**config.mk**
```make
export PLATFORM = sky130hd
export DESIGN_NAME = osc_freq_meter
export DESIGN_NICKNAME = d
export VERILOG_FILES = /design/src/rtl/osc_meter_pkg.sv /design/src/rtl/osc_edge_sync.sv /design/src/rtl/osc_pulse_div.sv /design/src/rtl/osc_window_ctl.sv /design/src/rtl/osc_freq_meter.sv
export SDC_FILE = /design/constraint.sdc
export NUM_CORES = 1
export LEC_CHECK = 0
export ABC_AREA = 1
export BUFFER_PORTS_ARGS = -buffer_cell sky130_fd_sc_hd__buf_4
export CAP_MARGIN = 20
export CORE_ASPECT_RATIO = 0.5
export CORE_MARGIN = 2
export CORE_UTILIZATION = 61
export DETAILED_ROUTE_END_ITERATION = 6
export HOLD_SLACK_MARGIN = 0.05
export PLACE_DENSITY = 0.88
export SETUP_SLACK_MARGIN = 0.1
export SYNTH_ARGS = -nofsm -noshare
export SYNTH_HDL_FRONTEND = slang
export SYNTH_SLANG_ARGS = --single-unit
```
**constraint.sdc**
```tcl
create_clock -name clk -period 2.2 [get_ports clk]
set_clock_uncertainty 0.2 [all_clocks]
set_input_delay 0.22 -clock clk [delete_from_list [all_inputs] [get_ports clk]]
set_output_delay 0.22 -clock clk [all_outputs]
set_load 0.03 [all_outputs]
```
**src/rtl/osc_meter_pkg.sv**
```systemverilog
package osc_meter_pkg;

    localparam int CNT_W  = 16;
    localparam int CODE_W = 3;

    // control register bit positions
    localparam int CB_PRESET = 0;
    localparam int CB_RDSEL  = 1;
    localparam int CB_EN     = 2;
    localparam int CB_SWAP   = 3;
    localparam int CB_CODE   = 4;
    localparam int CB_CLEAR  = 7;

    typedef enum logic [1:0] {
        ST_IDLE = 2'd0,
        ST_RUN  = 2'd1,
        ST_DONE = 2'd2
    } win_state_t;

    function automatic logic [CNT_W:0] win_limit(input logic [CODE_W-1:0] code);
        logic [CNT_W:0] v;
        v = (CNT_W+1)'(2) << (2 * int'(code));
        return v;
    endfunction

endpackage

```
**src/rtl/osc_edge_sync.sv**
```systemverilog
module osc_edge_sync (
    input  logic clk,
    input  logic rst_n,
    input  logic din,
    output logic lvl,
    output logic rise
);
    logic s1, s2, s3;

    always_ff @(posedge clk or negedge rst_n) begin
        if (!rst_n) begin
            s1 <= 1'b0;
            s2 <= 1'b0;
            s3 <= 1'b0;
        end else begin
            s1 <= din;
            s2 <= s1;
            s3 <= s2;
        end
    end

    assign lvl  = s2;
    assign rise = s2 & ~s3;
endmodule

```
**src/rtl/osc_pulse_div.sv**
```systemverilog
module osc_pulse_div #(
    parameter int DIV = 2
) (
    input  logic clk,
    input  logic rst_n,
    input  logic clr,
    input  logic pin,
    output logic pout
);
    localparam int DW = (DIV > 2) ? $clog2(DIV) : 1;
    localparam logic [DW-1:0] LAST = DW'(DIV - 1);

    logic [DW-1:0] cnt;

    always_ff @(posedge clk or negedge rst_n) begin
        if (!rst_n)
            cnt <= '0;
        else if (clr)
            cnt <= '0;
        else if (pin)
            cnt <= (cnt == LAST) ? '0 : cnt + 1'b1;
    end

    assign pout = pin & ~clr & (cnt == LAST);
endmodule

```
**src/rtl/osc_window_ctl.sv**
```systemverilog
module osc_window_ctl
    import osc_meter_pkg::*;
(
    input  logic              clk,
    input  logic              rst_n,
    input  logic              ctrl_en,
    input  logic              ctrl_preset,
    input  logic              ctrl_clear,
    input  logic [CODE_W-1:0] win_code,
    input  logic              p1,
    input  logic              p2,
    output logic              start_o,
    output logic [CNT_W-1:0]  c1,
    output logic [CNT_W-1:0]  c2,
    output logic              done_o
);
    win_state_t st, st_nx;
    logic       en_prev;
    logic       hit;
    logic [CNT_W:0] lim;

    assign lim     = win_limit(win_code);
    assign start_o = ctrl_en & ~en_prev & ~ctrl_preset;
    assign hit     = (st == ST_RUN) & p2 & (({1'b0, c2} + 1'b1) == lim);

    // state register
    always_ff @(posedge clk or negedge rst_n) begin
        if (!rst_n) begin
            st      <= ST_IDLE;
            en_prev <= 1'b0;
        end else begin
            st      <= st_nx;
            en_prev <= ctrl_en;
        end
    end

    // next state
    always_comb begin
        st_nx = st;
        if (ctrl_preset) begin
            st_nx = ST_IDLE;
        end else begin
            unique case (st)
                ST_IDLE: if (start_o) st_nx = ST_RUN;
                ST_RUN: begin
                    if (!ctrl_en)  st_nx = ST_IDLE;
                    else if (hit)  st_nx = ST_DONE;
                end
                ST_DONE: if (!ctrl_en) st_nx = ST_IDLE;
                default: st_nx = ST_IDLE;
            endcase
        end
    end

    // outputs: counters and done pulse
    always_ff @(posedge clk or negedge rst_n) begin
        if (!rst_n) begin
            c1     <= '0;
            c2     <= '0;
            done_o <= 1'b0;
        end else begin
            done_o <= hit & ~ctrl_preset;
            if (ctrl_preset)
                c1 <= '1;
            else if (ctrl_clear || start_o)
                c1 <= '0;
            else if (st == ST_RUN && p1)
                c1 <= c1 + 1'b1;

            if (ctrl_preset)
                c2 <= '1;
            else if (start_o)
                c2 <= '0;
            else if (st == ST_RUN && p2)
                c2 <= c2 + 1'b1;
        end
    end

    AST_DONE_SINGLE: assert property (@(posedge clk) disable iff (!rst_n)
        done_o |=> !done_o);
    AST_C1_FROZEN: assert property (@(posedge clk) disable iff (!rst_n)
        (st == ST_DONE && !ctrl_preset && !ctrl_clear && !start_o) |=> $stable(c1));
    AST_PRESET_HOLD: assert property (@(posedge clk) disable iff (!rst_n)
        ctrl_preset |=> (c1 == '1 && c2 == '1));
    AST_CLEAR_HOLD: assert property (@(posedge clk) disable iff (!rst_n)
        (ctrl_clear && !ctrl_preset) |=> (c1 == '0));
    AST_START_ZERO: assert property (@(posedge clk) disable iff (!rst_n)
        start_o |=> (c2 == '0 && st == ST_RUN));
endmodule

```
**src/rtl/osc_freq_meter.sv**
```systemverilog
module osc_freq_meter
    import osc_meter_pkg::*;
#(
    parameter int FM_DIV  = 256,
    parameter int REF_PRE = 2
) (
    input  logic       clk,
    input  logic       rst_n,
    input  logic       wr_ctrl,
    input  logic       wr_src,
    input  logic [7:0] wdata,
    input  logic       rd_lo_strobe,
    input  logic       src_if,
    input  logic       src_fm,
    input  logic       src_sd,
    input  logic       ref_in,
    output logic [7:0] rd_lo,
    output logic [7:0] rd_hi,
    output logic       cnt_done,
    output logic       meas_out
);
    localparam int NIN    = 4;
    localparam int BYTE_W = 8;

    logic [7:0]     ctrl_q;
    logic [3:0]     src_q;     // {route, sd, fm, if}
    logic [NIN-1:0] raw, lvl, rise;
    logic           fm_p, sel_p, sel_lvl, p1, pre_in, p2, start;
    logic [CNT_W-1:0] c1, c2, cur;
    logic [BYTE_W-1:0] shadow;

    always_ff @(posedge clk or negedge rst_n) begin
        if (!rst_n) begin
            ctrl_q <= '0;
            src_q  <= '0;
        end else begin
            if (wr_ctrl) ctrl_q <= wdata;
            if (wr_src)  src_q  <= {wdata[4], wdata[2:0]};
        end
    end

    assign raw = {ref_in, src_sd, src_fm, src_if};

    for (genvar i = 0; i < NIN; i++) begin : g_sync
        osc_edge_sync u_sync (
            .clk  (clk),
            .rst_n(rst_n),
            .din  (raw[i]),
            .lvl  (lvl[i]),
            .rise (rise[i])
        );
    end

    osc_pulse_div #(.DIV(FM_DIV)) u_fmdiv (
        .clk(clk), .rst_n(rst_n), .clr(start), .pin(rise[1]), .pout(fm_p)
    );

    always_comb begin
        if (src_q[0]) begin
            sel_p = rise[0]; sel_lvl = lvl[0];
        end else if (src_q[1]) begin
            sel_p = fm_p;    sel_lvl = lvl[1];
        end else if (src_q[2]) begin
            sel_p = rise[2]; sel_lvl = lvl[2];
        end else begin
            sel_p = 1'b0;    sel_lvl = 1'b0;
        end
    end

    assign meas_out = src_q[3] & sel_lvl;

    assign p1     = ctrl_q[CB_SWAP] ? rise[3] : sel_p;
    assign pre_in = ctrl_q[CB_SWAP] ? sel_p   : rise[3];

    osc_pulse_div #(.DIV(REF_PRE)) u_pre (
        .clk(clk), .rst_n(rst_n), .clr(start), .pin(pre_in), .pout(p2)
    );

    osc_window_ctl u_win (
        .clk        (clk),
        .rst_n      (rst_n),
        .ctrl_en    (ctrl_q[CB_EN]),
        .ctrl_preset(ctrl_q[CB_PRESET]),
        .ctrl_clear (ctrl_q[CB_CLEAR]),
        .win_code   (ctrl_q[CB_CODE +: CODE_W]),
        .p1         (p1),
        .p2         (p2),
        .start_o    (start),
        .c1         (c1),
        .c2         (c2),
        .done_o     (cnt_done)
    );

    assign cur   = ctrl_q[CB_RDSEL] ? c2 : c1;
    assign rd_lo = cur[BYTE_W-1:0];

    always_ff @(posedge clk or negedge rst_n) begin
        if (!rst_n)
            shadow <= '0;
        else if (rd_lo_strobe)
            shadow <= cur[CNT_W-1 -: BYTE_W];
    end

    assign rd_hi = shadow;

    AST_SHADOW_HOLD: assert property (@(posedge clk) disable iff (!rst_n)
        !rd_lo_strobe |=> $stable(rd_hi));
    AST_NO_SRC_IDLE: assert property (@(posedge clk) disable iff (!rst_n)
        (src_q[2:0] == 3'b000 && !ctrl_q[CB_SWAP]) |-> !p1);
endmodule

```
==> flow_metrics.env <==
export IMPL_htree_levels=3
export IMPL_start_kind="flip-flop"
export IMPL_cts_num_sinks=77
export IMPL_antenna_left=0
export IMPL_critPathCaptureType="flip-flop"
export IMPL_cellPowerDensity_nw_per_um2=975.2
export IMPL_via_per_inst=5.781
export IMPL_synth_area_um2=4567
export IMPL_clkTransAtPathRegs_ps=60
export IMPL_drive_above_1_share_pct=22.25
export IMPL_synth_cells=620
export IMPL_yosysWarnings=0
export IMPL_synthDistinctLibCells=38
export IMPL_total_power_uw=5628
export IMPL_cts_max_path_buffers=2
export IMPL_root_buffer="clkbuf_16"
export IMPL_timing_final_crit_period_ps=2078
export IMPL_grt_max_degree=41
export IMPL_hp_start="g_sync[3].u_sync.s1"
export IMPL_maxSlewHeadroom_pct=66.23
export IMPL_yosys_top_cells_area="dfrtp_1 42%, nand2_1 14%, nand3_1 6.5%, inv_1 5.2%, o21ai_0 5.2%"
export IMPL_seqCellArea_um2=1938
export IMPL_portBuffers=34
export IMPL_grt_pass1_wl_um=21060
export IMPL_vdd_drop_max_mv=0.4863
export IMPL_reg2reg_to="u_win.c1[14]"
export IMPL_die_w_um=126.4
export IMPL_totalNegativeSetupSlack_ps=0
export IMPL_status="completed"
export IMPL_hold_class="reg -> reg"
export IMPL_gp_congestion=0.9705
export IMPL_fp_dieArea_um2=8237
export IMPL_synthArstFlopShare_pct=100.0
export IMPL_p_leak_uw=0.002745
export IMPL_critPathLaunch="u_fmdiv.cnt[0]"
export IMPL_gr_usage_all_layers_pct=32.97
export IMPL_critPathBufInv=1
export IMPL_drc=0
export IMPL_required_ps=2240
export IMPL_yosysMostFrequentCell="nand2_1"
export IMPL_cpMaxStageDelayCell="dfrtp_1"
export IMPL_synthTopCellsByCount="171 x nand2_1, 77 x dfrtp_1, 63 x inv_1"
export IMPL_cts_inserted_buffers=9
export IMPL_syn_nets=640
export IMPL_fmax_mhz=481.1
export IMPL_yosysTopAreaCell="dfrtp_1"
export IMPL_r2r_slack_ps=120
export IMPL_area_delta_synth_final_pct=26.38
export IMPL_finalMaxSlewViolations=0
export IMPL_hold_violations=0
export IMPL_worstMarginPinSlew_ps=506.6
export IMPL_min_to="g_sync[3].u_sync.lvl"
export IMPL_drv_cap=0
export IMPL_grt_pass1_vias=4460
export IMPL_arrival_ps=2120
export IMPL_worstPathCellList="ha_2, nand2_2, nor2_4, nand2_1, o21bai_2, nand2_2, nand3_2, nand2_4, clkinv_8, nor2_8, nand2_4, nand2_1, o21ai_2"
export IMPL_dr_first_iter_drc_count=349
export IMPL_timing_rr_start="u_fmdiv.cnt[0]"
export IMPL_crit_type="reg -> reg"
export IMPL_r2r_worst_path_cells=13
export IMPL_setup_viol_count_final=0
export IMPL_hold_slack_ps=149.6
export IMPL_path_max_fanout=8
export IMPL_final_nets=716
export IMPL_fin_crit_sh_pct=94.48
export IMPL_cts_tree="yes"
export IMPL_post_drt_wl_per_cell_um=16.58
export IMPL_slowest_delay_ps=410
export IMPL_grt_setup_unrepaired="true"
export IMPL_dp_hpwl_um=7876
export IMPL_multiInputGateArea_um2=2369
export IMPL_synth_edf_count=0
export IMPL_vias=4613
export IMPL_routed_wl_um=13230
export IMPL_synth_area_per_cell_um2=7.366
export IMPL_core_area_um2=7295
export IMPL_fillerInstances=460
export IMPL_fin_util_pct=79.13
export IMPL_synth_seq_cells=77
export IMPL_ys_seq_area_share_pct=42.19
export IMPL_start_util_pct=62.61
export IMPL_synthFlopType="dfrtp_1"
export IMPL_antenna_found_initial=1
export IMPL_pin_count=35
export IMPL_core_rowCount=22
export IMPL_die_h_um=65.19
export IMPL_yosysTopAreaCellShare_pct=42.19
export IMPL_grt_overflow_total=0
export IMPL_first_pass_iters=6
export IMPL_clock_latency_ps=350
export IMPL_whs_path_depth=0
export IMPL_crit_family="simple AND/OR/NAND/NOR gates"
[repair_timing]
item | CTS | global route
buffers inserted | 0 | 17
hold endpoints to repair | 61 | 4
cloned | 0 | 2
resized for setup | 3 | 48
pin swaps | 0 | 12
endpoints found under the setup margin | 3 | 42
hold buffers | 31 | 2
[worst reg2reg max path, delay by kind of cell, from the launching register on]
| kind | cells | cell delay [ps] |
|---|---|---|
| AOI/OAI and AO/OA | 2 | 130 |
| adders and majority gates | 1 | 210 |
| buffers and inverters | 1 | 80 |
| DFF | 1 | 410 |
| and+or+nand+nor | 9 | 950 |
[flip-flops by register name, indices dropped and copies added (netlist names)]
| register | count |
|---|---|
| ctrl_q | 8 |
| g_sync.u_sync.lvl | 4 |
| g_sync.u_sync.s1 | 4 |
| g_sync.u_sync.s3 | 4 |
| rd_hi | 8 |
| src_q | 4 |
| u_fmdiv.cnt | 8 |
| u_pre.cnt | 1 |
| u_win.c1 | 16 |
| u_win.c2 | 16 |
| u_win.done_o | 1 |
| u_win.en_prev | 1 |
| u_win.st | 2 |
[where the power goes]
part	total (uW)	switching (uW)	internal, uW
logic	1960	1220	745
clock network	1620	619	997
registers	2050	360	1690
total	5630	2200	3430
[per-layer routing]
metal  vias to the layer above  GRT usage, %  wire length [um]
li1                       2167             -                 -
met1                      2173         39.47              5294
met2                       225         55.68              6393
met5                         -             0                 0
met3                        48         8.388              1042
met4                         0         17.72               500
[worst max path at each step]
stage	end	slack, ps	depth (start not counted)
floorplan	u_win.c1[6]	330	13
global placement	u_win.st[0]	6	12
detailed placement	u_win.st[0]	20	12
CTS	u_win.c1[10]	120	13
global route	u_win.c1[12]	-40	12
finish	u_win.c1[14]	120	13
[area by class of cell]
type	count	area share, %
Multi-Input combinational cell	452	41.04
Tap cell	96	2.081
Sequential cell	77	33.58
Antenna cell	1	0.04336
Inverter	69	4.747
Clock buffer	9	3.902
Clock inverter	7	1.691
Timing Repair Buffer	87	12.92
[stage by stage]
step	cell area, um2	std cells	setup WS, ps
finish	5772	798	121.5
global route	5772	798	-40.38
CTS	5520	783	115.4
detailed placement	4880	736	21.34
global placement	4880	736	6.379
floorplan	4567	620	326.6
[layout by cell type (no fill, tap or decap), drive strengths merged, types with 2 or more instances in the layout]
cell | synthesis | final
o21ai | 71 | 71
nand2 | 183 | 184
buf | 14 | 61
nand4 | 6 | 6
nor2 | 62 | 63
xor2 | 3 | 3
ha | 3 | 3
a31oi | 9 | 9
clkinv | 1 | 4
nand3b | 8 | 8
clkinvlp | 0 | 2
nand3 | 65 | 65
or2 | 3 | 3
inv | 68 | 68
bufinv | 0 | 2
a21oi | 16 | 16
dfrtp | 77 | 77
mux2 | 2 | 2
clkbuf | 10 | 9
dlygate4sd3 | 0 | 26
nor3 | 12 | 12
o31ai | 2 | 2
[logic make-up after synthesis]
family / after synthesis / share of synthesized area (%)
xor+xnor: 3 / 0.5754
buf+inv: 93 / 9.068
mux: 2 / 0.4931
fa+ha+maj: 3 / 0.8220
flops: 77 / 42.19
compound gates: 101 / 12.25
simple gates: 341 / 34.60
Note: power is estimated with default switching activity, not from simulation.
